`src/rtl/cpwm_pkg.sv`:
```
package cpwm_pkg;

    typedef enum logic {
        DIR_DOWN = 1'b0,
        DIR_UP   = 1'b1
    } cnt_dir_e;

    typedef enum logic {
        UPD_NOW     = 1'b0,
        UPD_AT_ZERO = 1'b1
    } upd_mode_e;

    // events that may move the output level in one cycle
    typedef struct packed {
        logic zero;
        logic set;
        logic clr;
    } hit_s;

    // zero event has top priority, it carries the level of the new compare
    function automatic logic resolve_level(hit_s h, logic zero_level, logic cur);
        if (h.zero) return zero_level;
        if (h.set)  return 1'b1;
        if (h.clr)  return 1'b0;
        return cur;
    endfunction

endpackage

```
`src/rtl/cpwm_tri_cnt.sv`:
```
module cpwm_tri_cnt
    import cpwm_pkg::*;
#(
    parameter int CNT_W = 16
) (
    input  logic             clk,
    input  logic             rst,
    input  logic [CNT_W-1:0] load,
    output logic [CNT_W-1:0] cnt,
    output cnt_dir_e         dir,
    output logic             zero
);

    localparam logic [CNT_W-1:0] ONE = CNT_W'(1);

    always_ff @(posedge clk) begin
        if (rst) begin
            cnt <= '0;
            dir <= DIR_UP;
        end else if (load == '0) begin
            cnt <= '0;
            dir <= DIR_UP;
        end else if (dir == DIR_UP) begin
            if (cnt >= load) begin
                cnt <= cnt - ONE;
                dir <= (cnt == ONE) ? DIR_UP : DIR_DOWN;
            end else begin
                cnt <= cnt + ONE;
            end
        end else begin
            cnt <= cnt - ONE;
            if (cnt == ONE) dir <= DIR_UP;
        end
    end

    assign zero = (cnt == '0);

    // climbing half steps by one
    a_r1_step_up: assert property (@(posedge clk) disable iff (rst)
        (dir == DIR_UP && cnt < load) |=> (cnt == $past(cnt) + ONE));

    // falling half steps down by one
    a_r1_step_down: assert property (@(posedge clk) disable iff (rst)
        (dir == DIR_DOWN && load != '0) |=> (cnt == $past(cnt) - ONE));

endmodule

```
`src/rtl/cpwm_cmp_shadow.sv`:
```
module cpwm_cmp_shadow
    import cpwm_pkg::*;
#(
    parameter int CNT_W = 16
) (
    input  logic             clk,
    input  logic             rst,
    input  logic             wr_en,
    input  logic [CNT_W-1:0] wr_data,
    input  upd_mode_e        mode,
    input  logic             zero,
    output logic [CNT_W-1:0] c_eff
);

    logic [CNT_W-1:0] cmp_act;
    logic [CNT_W-1:0] cmp_hold;
    logic             hold_valid;

    // value in force this cycle: at the zero count a pending value is
    // already the one that decides the output
    always_comb begin
        c_eff = (zero && hold_valid) ? cmp_hold : cmp_act;
    end

    always_ff @(posedge clk) begin
        if (rst) begin
            cmp_act    <= '1;
            cmp_hold   <= '1;
            hold_valid <= 1'b0;
        end else begin
            if (zero) begin
                cmp_act    <= c_eff;
                hold_valid <= 1'b0;
            end
            if (wr_en) begin
                if (mode == UPD_AT_ZERO) begin
                    cmp_hold   <= wr_data;
                    hold_valid <= 1'b1;
                end else begin
                    cmp_act    <= wr_data;
                    hold_valid <= 1'b0;
                end
            end
        end
    end

    // working compare moves only at zero or on an immediate write
    a_r3_act_only_at_zero: assert property (@(posedge clk) disable iff (rst)
        (!zero && !(wr_en && mode == UPD_NOW)) |=> $stable(cmp_act));

    // a held value is never dropped before the zero count
    a_r4_hold_kept: assert property (@(posedge clk) disable iff (rst)
        (hold_valid && !zero && !(wr_en && mode == UPD_NOW)) |=> hold_valid);

endmodule

```
`src/rtl/cpwm_edge_out.sv`:
```
module cpwm_edge_out
    import cpwm_pkg::*;
#(
    parameter int CNT_W = 16
) (
    input  logic             clk,
    input  logic             rst,
    input  logic [CNT_W-1:0] cnt,
    input  cnt_dir_e         dir,
    input  logic             zero,
    input  logic [CNT_W-1:0] load,
    input  logic [CNT_W-1:0] c_eff,
    output logic             active_q
);

    hit_s hits;
    logic zero_level;

    always_comb begin
        hits.zero  = zero;
        hits.set   = (dir == DIR_UP)   && (cnt == c_eff) && (c_eff < load);
        hits.clr   = (dir == DIR_DOWN) && (cnt == c_eff);
        zero_level = (c_eff == '0);
    end

    always_ff @(posedge clk) begin
        if (rst) active_q <= 1'b0;
        else     active_q <= resolve_level(hits, zero_level, active_q);
    end

    // the level only moves on a zero count or a compare crossing
    a_r10_edge_on_event: assert property (@(posedge clk) disable iff (rst)
        (active_q != $past(active_q)) |->
            ($past(zero) || ($past(cnt) == $past(c_eff))));

    // compare zero at the zero count turns the output active
    a_r5_full_duty: assert property (@(posedge clk) disable iff (rst)
        (zero && c_eff == '0) |=> active_q);

    // compare at or above top leaves the period inactive from zero on
    a_r6_empty_duty: assert property (@(posedge clk) disable iff (rst)
        (zero && c_eff != '0 && c_eff >= load) |=> !active_q);

endmodule

```
`src/rtl/cpwm_core.sv`:
```
module cpwm_core
    import cpwm_pkg::*;
#(
    parameter int CNT_W = 16
) (
    input  logic             clk,
    input  logic             rst,
    input  logic [CNT_W-1:0] load_val,
    input  logic             cmp_wr_en,
    input  logic [CNT_W-1:0] cmp_wr_data,
    input  logic             cmp_defer,
    input  logic             pol_inv,
    output logic [CNT_W-1:0] cnt_o,
    output logic             cnt_up_o,
    output logic             pwm_out,
    output logic             pwm_out_n
);

    logic [CNT_W-1:0] cnt;
    cnt_dir_e         dir;
    logic             zero;
    logic [CNT_W-1:0] c_eff;
    logic             active_q;

    cpwm_tri_cnt #(.CNT_W(CNT_W)) u_cnt (
        .clk  (clk),
        .rst  (rst),
        .load (load_val),
        .cnt  (cnt),
        .dir  (dir),
        .zero (zero)
    );

    cpwm_cmp_shadow #(.CNT_W(CNT_W)) u_cmp (
        .clk     (clk),
        .rst     (rst),
        .wr_en   (cmp_wr_en),
        .wr_data (cmp_wr_data),
        .mode    (upd_mode_e'(cmp_defer)),
        .zero    (zero),
        .c_eff   (c_eff)
    );

    cpwm_edge_out #(.CNT_W(CNT_W)) u_out (
        .clk      (clk),
        .rst      (rst),
        .cnt      (cnt),
        .dir      (dir),
        .zero     (zero),
        .load     (load_val),
        .c_eff    (c_eff),
        .active_q (active_q)
    );

    assign cnt_o     = cnt;
    assign cnt_up_o  = (dir == DIR_UP);
    assign pwm_out   = active_q ^ pol_inv;
    assign pwm_out_n = ~pwm_out;

endmodule

```
`config.mk`:
```
export PLATFORM = sky130hd
export DESIGN_NAME = cpwm_core
export DESIGN_NICKNAME = d
export VERILOG_FILES = /design/src/rtl/cpwm_pkg.sv /design/src/rtl/cpwm_tri_cnt.sv /design/src/rtl/cpwm_cmp_shadow.sv /design/src/rtl/cpwm_edge_out.sv /design/src/rtl/cpwm_core.sv
export SDC_FILE = /design/constraint.sdc
export NUM_CORES = 1
export LEC_CHECK = 0
export ABC_AREA = 0
export ABC_CLOCK_PERIOD_IN_PS = 6500
export BUFFER_PORTS_ARGS = -buffer_cell sky130_fd_sc_hd__buf_4
export CORE_MARGIN = 4
export CORE_UTILIZATION = 60
export DETAILED_ROUTE_END_ITERATION = 12
export HOLD_SLACK_MARGIN = 0.06
export PLACE_DENSITY_LB_ADDON = 0.08
export REMOVE_ABC_BUFFERS = 1
export SLEW_MARGIN = 20
export SYNTH_ARGS = -nofsm -noshare
export SYNTH_HDL_FRONTEND = slang
export SYNTH_SLANG_ARGS = --single-unit
export TNS_END_PERCENT = 30
```
`constraint.sdc`:
```
create_clock -name clk -period 6.5 [get_ports clk]
set_clock_uncertainty 0.15 [all_clocks]
set_input_delay 1.3 -clock clk [delete_from_list [all_inputs] [get_ports clk]]
set_output_delay 1.3 -clock clk [all_outputs]
set_load 0.03 [all_outputs]
```
; ---- After elaboration in Yosys (flattened, before gate mapping)
; Cells that the tools add are included.
[op_classes]
order_cmp = 2
n_bitwise = 3
n_eq_ne = 2
add_sub_neg = 2
n_reduce_logical = 11
muxes = 27
[ops]
columns = op, count
row1 = $mux 16, 6
row2 = $logic_not 16->1, 3
row3 = $mux 1, 21
row4 = $add 16x1->16 const B, 1
row5 = $eq 16x1->1 const B, 1
row6 = $eq 16x16->1, 1
row7 = $ge 16x16->1, 1
row8 = $lt 16x16->1, 1
row9 = $sub 16x1->16 const B, 1
row10 = $logic_and 1x1->1, 4
row11 = $reduce_bool 3->1, 1
row12 = $not 1->1, 2
row13 = $reduce_and 2->1, 1
row14 = $reduce_bool 2->1, 1
row15 = $reduce_or 2->1, 1
row16 = $xor 1x1->1, 1
[totals]
register_bits = 51
word_cells = 53
out_inout_bits = 19
input_bits = 37

; ---- Depth between registers and ports, before layout
; Gate-level depths: netlist (run 1).
[depth]
depth_word = 15
ltp_mapped = 14
ltp_nobuf = 13

; ---- Hierarchy
; Synthesis (run 1) repeated with hierarchy kept, for this count alone.
[unflattened]
cells_unflattened = 466
area_unflattened_um2 = 4006.3
[modules_own_cells]
columns = mod, cells_each, n_inst, area_per_inst_um2
row1 = cpwm_tri_cnt, 206, 1, 1674.1
row2 = cpwm_cmp_shadow, 173, 1, 1662.8
row3 = cpwm_edge_out, 85, 1, 651.9
row4 = cpwm_core, 2, 1, 17.5

; ---- Worst setup path before layout (run 1)
; Ideal clock, no wire load.
[synth_timing]
path_kind = reg-to-reg
start = register u_cnt.cnt[8]
end = register u_out.active_q
stages_incl_launch_ff = 15
arrival_ns = 3.840
n_path_buf = 2
path_slack_ns = 2.419
t_required_ns = 6.259
period_less_slack_ns = 4.081
cell_sequence = dfxtp_1 -> buf_2 -> or4_4 -> or3_4 -> nor3_4 -> buf_2 -> mux2_2 -> ha_1 -> a21oi_1 -> nor2_1 -> a211oi_1 -> o21ai_0 -> a2111oi_0 -> a31oi_1 -> a311oi_1
[synth_via]
elab_chain_len = 11
elab_cells_between_ends = 25
classes_between = order compare (1) / eq/ne (1) / mux (16) / reduce/logical (7)
[synth_rtl]
columns = item, line
row1 = from (decl), cpwm_tri_cnt.sv:9  ; output logic [CNT_W-1:0] cnt,
row2 = from (signal assigned), cpwm_tri_cnt.sv:25  ; cnt <= cnt - ONE;
row3 = from (signal assigned), cpwm_tri_cnt.sv:28  ; cnt <= cnt + ONE;
row4 = from (signal assigned), cpwm_tri_cnt.sv:31  ; cnt <= cnt - ONE;
row5 = branches (longest 11 deep; another with $lt 16x16->1), n/a
row6 = to (signal assigned), cpwm_edge_out.sv:28  ; else active_q <= resolve_level(hits, zero_level, active_q);
row7 = to (decl), cpwm_edge_out.sv:13  ; output logic active_q
; Parallel ways; which one is timed is not known. The select of a mux whose other input is x is not followed.
; A chain may end at the register's enable or synchronous reset.

; ---- Final worst setup path (run 1)
[layout_timing]
start = register u_cnt.cnt[10]
end = register u_out.active_q
; The elaborated chain is that of the path after synthesis.

==> impl_metrics.json, run 1 <==
{
  "grt_pass1_vias": 3472,
  "pin_count": 56,
  "die_w_um": 86.7,
  "yosysWarnings": 0,
  "synth-async-reset-ratio_pct": 0,
  "vdd.ir_drop.worst_mv": 0.158,
  "viasPerCell": 6.33,
  "h-tree-depth": 2,
  "final-instance-count-excl-fill": 557,
  "cp-end-kind": "flip-flop",
  "fin_crit_sh_pct": 67.6,
  "area_delta_synth_final_pct": 14.3,
  "post_drt_wl_per_cell_um": 18.2,
  "routabilityCongestion": 0.996,
  "final_cell_mix": "57 x nor2_1, 55 x buf_4, 51 x dfxtp_1",
  "slew_headroom_pct": 41.9,
  "crit_path_top_delay_cell": "nor3_4",
  "clockRootBuffer": "clkbuf_8",
  "synth-edff-count": 0,
  "fillerInstances": 509,
  "grt_pass1_wl_um": 16500,
  "port_buffers": 55,
  "die_y_um": 86.7,
  "rows": 28,
  "cts_hold_buf": 0,
  "ys_ff_latch": 51,
  "first_pass_iters": 5,
  "synth_top_area_share_pct": 27.5,
  "min_path_type": "flip-flop to flip-flop",
  "p_per_area_mw_per_mm2": 260,
  "ys_top_cells_by_area": "dfxtp_1 27%, ha_1 12%, xnor2_1 7.5%, nor2_1 5.8%, mux2_2 4.8%",
  "drv_slew": 0,
  "yosysTopAreaCell": "dfxtp_1",
  "synth_flop_cell": "dfxtp_1",
  "cts_buffers": 5,
  "tightestPinTransition_ns": 0.869,
  "post-route-cell-area_mm2": 0.00425,
  "setup-tns-final_ns": 0,
  "p_leak_nw": 2.00,
  "path_cells": "or4_4 -> or3_4 -> nor3_4 -> mux2_2 -> ha_1 -> a21oi_1 -> nor2_1 -> a211oi_1 -> o21ai_0 -> a2111oi_0 -> a31oi_1 -> a311oi_1",
  "dieArea_mm2": 0.00752,
  "crit_fanout": 19,
  "r2r_cells": 12,
  "antenna_found_initial": 0,
  "multiInputGateArea_mm2": 0.00252,
  "clkTransAtPathRegs_ns": 0.10,
  "rsz0062_at_grt": "no",
  "syn_area_mm2": 0.00372,
  "coreArea_mm2": 0.00596,
  "min_path_cells": 1,
  "seq_area_mm2": 0.00102,
  "dp_hpwl_um": 7910,
  "fin_crit_ns": 4.40,
  "worstSetupPathType": "flip-flop to flip-flop",
  "arrival_ns": 4.48,
  "setup_viol": 0,
  "clk_latency_ns": 0.31,
  "drc": 0,
  "post_dp_cell_area_mm2": 0.00413,
  "drive_above_1_share_pct": 17.6,
  "layout_commonest_cell": "nor2_1",
  "outcome": "complete, no violations",
  "nets": 554,
  "cts_resized": 0,
  "start_util_pct": 62.4,
  "antenna_cells": 0,
  "avgSynthCellArea_um2": 8.37,
  "routed_wl_um": 10200,
  "max_stage_delay_ns": 0.74,
  "cts_tree": "built",
  "start_kind": "flip-flop",
  "required_ns": 6.58,
  "clock.fmax_mhz": 227,
  "timing.final.hold_violations": 0,
  "ys_types": 46,
  "grt_max_degree": 37,
  "ant_nets": 0,
  "clockBufferDepth": 2,
  "synth-seq-area-share_pct": 27.5,
  "vias": 3528,
  "maxCapViolCount": 0,
  "post_cts_buffers": 0,
  "clock-sinks": 51,
  "track_usage_pct": 27.7,
  "fin_util_pct": 71.3,
  "globalRouteOverflowTotal": 0,
  "placed_cells": 550,
  "drt_iter0_markers": 222,
  "syn_inst": 444
}
[logic make-up after synthesis]
group / count (synthesis) / share of synthesized area (%)
adder cells (fa/ha/maj): 35 / 11.8
XOR/XNOR: 38 / 8.96
AND/OR/NAND/NOR: 169 / 24.0
AO/OA/AOI/OAI: 70 / 13.8
buffers and inverters: 50 / 5.12
multiplexers: 31 / 8.89
flip-flops: 51 / 27.5
[path summary, 6_finish.rpt]
path	startpoint	endpoint	slack, ns
max	u_cnt.cnt[10]	u_out.active_q	2.10
min	u_cmp.cmp_hold[5]	u_cmp.cmp_hold[5]	0.42
max reg2reg	u_cnt.cnt[10]	u_out.active_q	2.10
min reg2reg	u_cmp.cmp_hold[5]	u_cmp.cmp_hold[5]	0.42
[area by class of cell]
class	count	share of cell area, %
Clock buffer	5	1.62
Tap cell	75	2.21
Clock inverter	2	0.884
Inverter	26	2.30
Timing Repair Buffer	55	9.72
Multi-Input combinational cell	343	59.2
Sequential cell	51	24.0
[power by group]
part           switching [mW]  internal [mW]  leakage (nW)
registers              0.0661          0.345         0.419
clock network           0.112          0.113        0.0502
logic                   0.262          0.205          1.53
[metrics by stage]
stage               hold slack [ns]  setup slack, ns  power (mW)
floorplan                     0.309             2.48       0.729
global placement              0.387             2.22       0.863
detailed placement            0.394             2.16       0.877
CTS                           0.420             2.10        1.10
global route                  0.445             1.79        1.16
finish                        0.422             2.10        1.10
[cell usage after synthesis (11+ instances only)]
cell / count
mux2i_1: 15
a211o_1: 17
xnor2_1: 32
mux2_2: 16
clkbuf_1: 22
a21oi_1: 11
dfxtp_1: 51
inv_1: 26
nand2_1: 21
nor4_1: 17
nand4_1: 16
o21bai_1: 15
and3_1: 21
ha_1: 35
nor2_1: 57
[worst max-delay path, delay by kind of cell (launching register included)]
| family | cells | cell delay [ns] |
|---|---|---|
| flip-flops | 1 | 0.41 |
| AND/OR/NAND/NOR | 4 | 1.77 |
| multiplexers | 1 | 0.43 |
| adder cells (fa/ha/maj) | 1 | 0.30 |
| AO/OA/AOI/OAI | 6 | 1.25 |
[flip-flops by register name, summed over array words and instances, names as in the netlist]
register,cells
u_cmp.cmp_act,16
u_cmp.cmp_hold,16
u_cnt.cnt,16
u_cmp.hold_valid,1
u_cnt.dir,1
u_out.active_q,1
[metal layers]
layer  track usage (%)  vias to the layer above  wire, um
met3              4.09                       38       788
met2              44.5                      175      4740
met1              37.3                     1652      4300
met4              11.2                        0       337
li1                  -                     1663         -
met5                 0                        -         0
Power figures use the tool's default switching activity.
==> run 2, diff against run 1 <==
ABC_CLOCK_PERIOD_IN_PS = 4200   (was 6500)
CORE_UTILIZATION = 58   (was 60)
clock period = 4.2 ns   (was 6.5 ns; I/O delays follow)
==> run 2 against run 1 <==
  * Non-clock buffer count rose by 17
  * First-iteration DRC count fell by 5.0%
  * Setup slack got worse by 1.9 ns
  * Largest power group unchanged
  * Highest routed layer unchanged
==> impl_metrics.json, run 2 (synthesis gave the netlist of run 1 again) <==
{
  "outcome": "complete, no violations",
  "drv_slew": 0,
  "worstSetupPathType": "flip-flop to flip-flop",
  "vias": 3554,
  "port_buffers": 55,
  "h-tree-depth": 2,
  "setup_viol": 0,
  "routed_wl_um": 10700,
  "fin_crit_ns": 3.97,
  "fin_util_pct": 72.4,
  "critPathBufInv": 0,
  "rows": 28,
  "clk_latency_ns": 0.32,
  "die_w_um": 88.0,
  "start_util_pct": 61.3,
  "pin_count": 56,
  "clock.fmax_mhz": 252,
  "dieArea_mm2": 0.00775,
  "die_y_um": 88.0,
  "tightestPinTransition_ns": 0.700,
  "timing.final.hold_violations": 0,
  "layout_commonest_cell": "buf_4",
  "antenna_cells": 0,
  "drt_iter0_markers": 211,
  "antenna_found_initial": 0,
  "coreArea_mm2": 0.00606,
  "crit_path_top_delay_cell": "or4_4",
  "routabilityCongestion": 0.981,
  "min_path_type": "flip-flop to flip-flop",
  "final_cell_mix": "71 x buf_4, 57 x nor2_1, 51 x dfxtp_1",
  "max_stage_delay_ns": 0.55,
  "clock-sinks": 51,
  "track_usage_pct": 29.4,
  "arrival_ns": 4.06,
  "cts_tree": "built",
  "clkTransAtPathRegs_ns": 0.10,
  "drc": 0,
  "globalRouteOverflowTotal": 0,
  "crit_family": "compound AO/OA/AOI/OAI gates",
  "grt_pass1_vias": 3577,
  "required_ns": 4.28,
  "p_leak_nw": 2.10,
  "clockRootBuffer": "clkbuf_8",
  "cp-end-kind": "flip-flop",
  "p_per_area_mw_per_mm2": 405,
  "crit_fanout": 5,
  "cts_buffers": 5,
  "post-route-cell-area_mm2": 0.00439,
  "placed_cells": 567,
  "nets": 571,
  "area_delta_synth_final_pct": 18.1,
  "largestRegisters": "u_cmp.cmp_act: 16 flops, u_cmp.cmp_hold: 16 flops, u_cnt.cnt: 16 flops",
  "clockBufferDepth": 2,
  "maxCapViolCount": 0,
  "ant_nets": 0,
  "path_cells": "or4_4 -> or3_4 -> nor3_4 -> mux2_2 -> ha_1 -> a21oi_1 -> nor2_1 -> a211oi_1 -> o21ai_0 -> a2111oi_1 -> a31oi_1 -> a311oi_1",
  "start_kind": "flip-flop",
  "cts_hold_buf": 0,
  "vdd.ir_drop.worst_mv": 0.300,
  "slew_headroom_pct": 53.3,
  "final-instance-count-excl-fill": 575,
  "post_dp_cell_area_mm2": 0.00427,
  "grt_pass1_wl_um": 17900,
  "post_drt_wl_per_cell_um": 18.6,
  "drive_above_1_share_pct": 20.6,
  "viasPerCell": 6.18,
  "grt_max_degree": 37,
  "dp_hpwl_um": 8390,
  "fin_crit_sh_pct": 94.6,
  "first_pass_iters": 5
}
run 2: worst register-to-register path, cell delays in order (launching register included):
cell and delay, ns:
dfxtp_1 0.33, or4_4 0.55, or3_4 0.39, nor3_4 0.29, mux2_2 0.40, ha_1 0.30
a21oi_1 0.13, nor2_1 0.06, a211oi_1 0.27, o21ai_0 0.13, a2111oi_1 0.52, a31oi_1 0.15
a311oi_1 0.22
run 2: report_power, final:
part / switching [mW] / internal [mW]
registers: 0.0523 / 0.535
clock network: 0.187 / 0.180
logic: 0.475 / 0.350
run 2: through the flow:
step / total power, mW / TNS, ns / hold slack (ns) / worst slack, ns
after floorplan: 1.13 / 0 / 0.309 / 0.186
after global placement: 1.39 / 0 / 0.384 / 0.384
after detailed placement: 1.41 / 0 / 0.383 / 0.329
after CTS: 1.77 / 0 / 0.410 / 0.170
after global routing: 1.89 / -0.0279 / 0.434 / -0.0279
final: 1.78 / 0 / 0.421 / 0.226
run 2: worst paths after layout:
| check | startpoint | endpoint | slack [ns] | cells past startpoint |
|---|---|---|---|---|
| setup reg to reg | u_cnt.cnt[10] | u_out.active_q | 0.23 | 12 |
| hold reg to reg | u_cmp.cmp_hold[10] | u_cmp.cmp_hold[10] | 0.42 | 1 |
| hold / removal | u_cmp.cmp_hold[10] | u_cmp.cmp_hold[10] | 0.42 | 1 |
| setup / recovery | u_cnt.cnt[10] | u_out.active_q | 0.23 | 12 |
run 2: timing repair:
item,CTS,global route
endpoints found under the hold margin,0,0
resized for setup,0,1
setup buffers,0,0
endpoints found under the setup margin,0,1
run 2: final cells by class:
class | instances | area [um2]
well taps | 75 | 93.8
clock buffers | 5 | 68.8
inverters | 26 | 97.6
fillers | 519 | 1670
clock inverters | 3 | 46.3
flip-flops and latches | 51 | 1020
multi-input cells | 343 | 2510
repair buffers | 72 | 553
run 2: metal layers:
layer	share of wire, %	wire (um)	vias to the layer above	global-route usage [%]
li1	-	-	1708	-
met3	6.1	646	33	4.42
met2	47	5060	130	48.9
met1	44	4670	1683	38.8
met5	0	0	-	0
met4	2.8	297	0	10.0
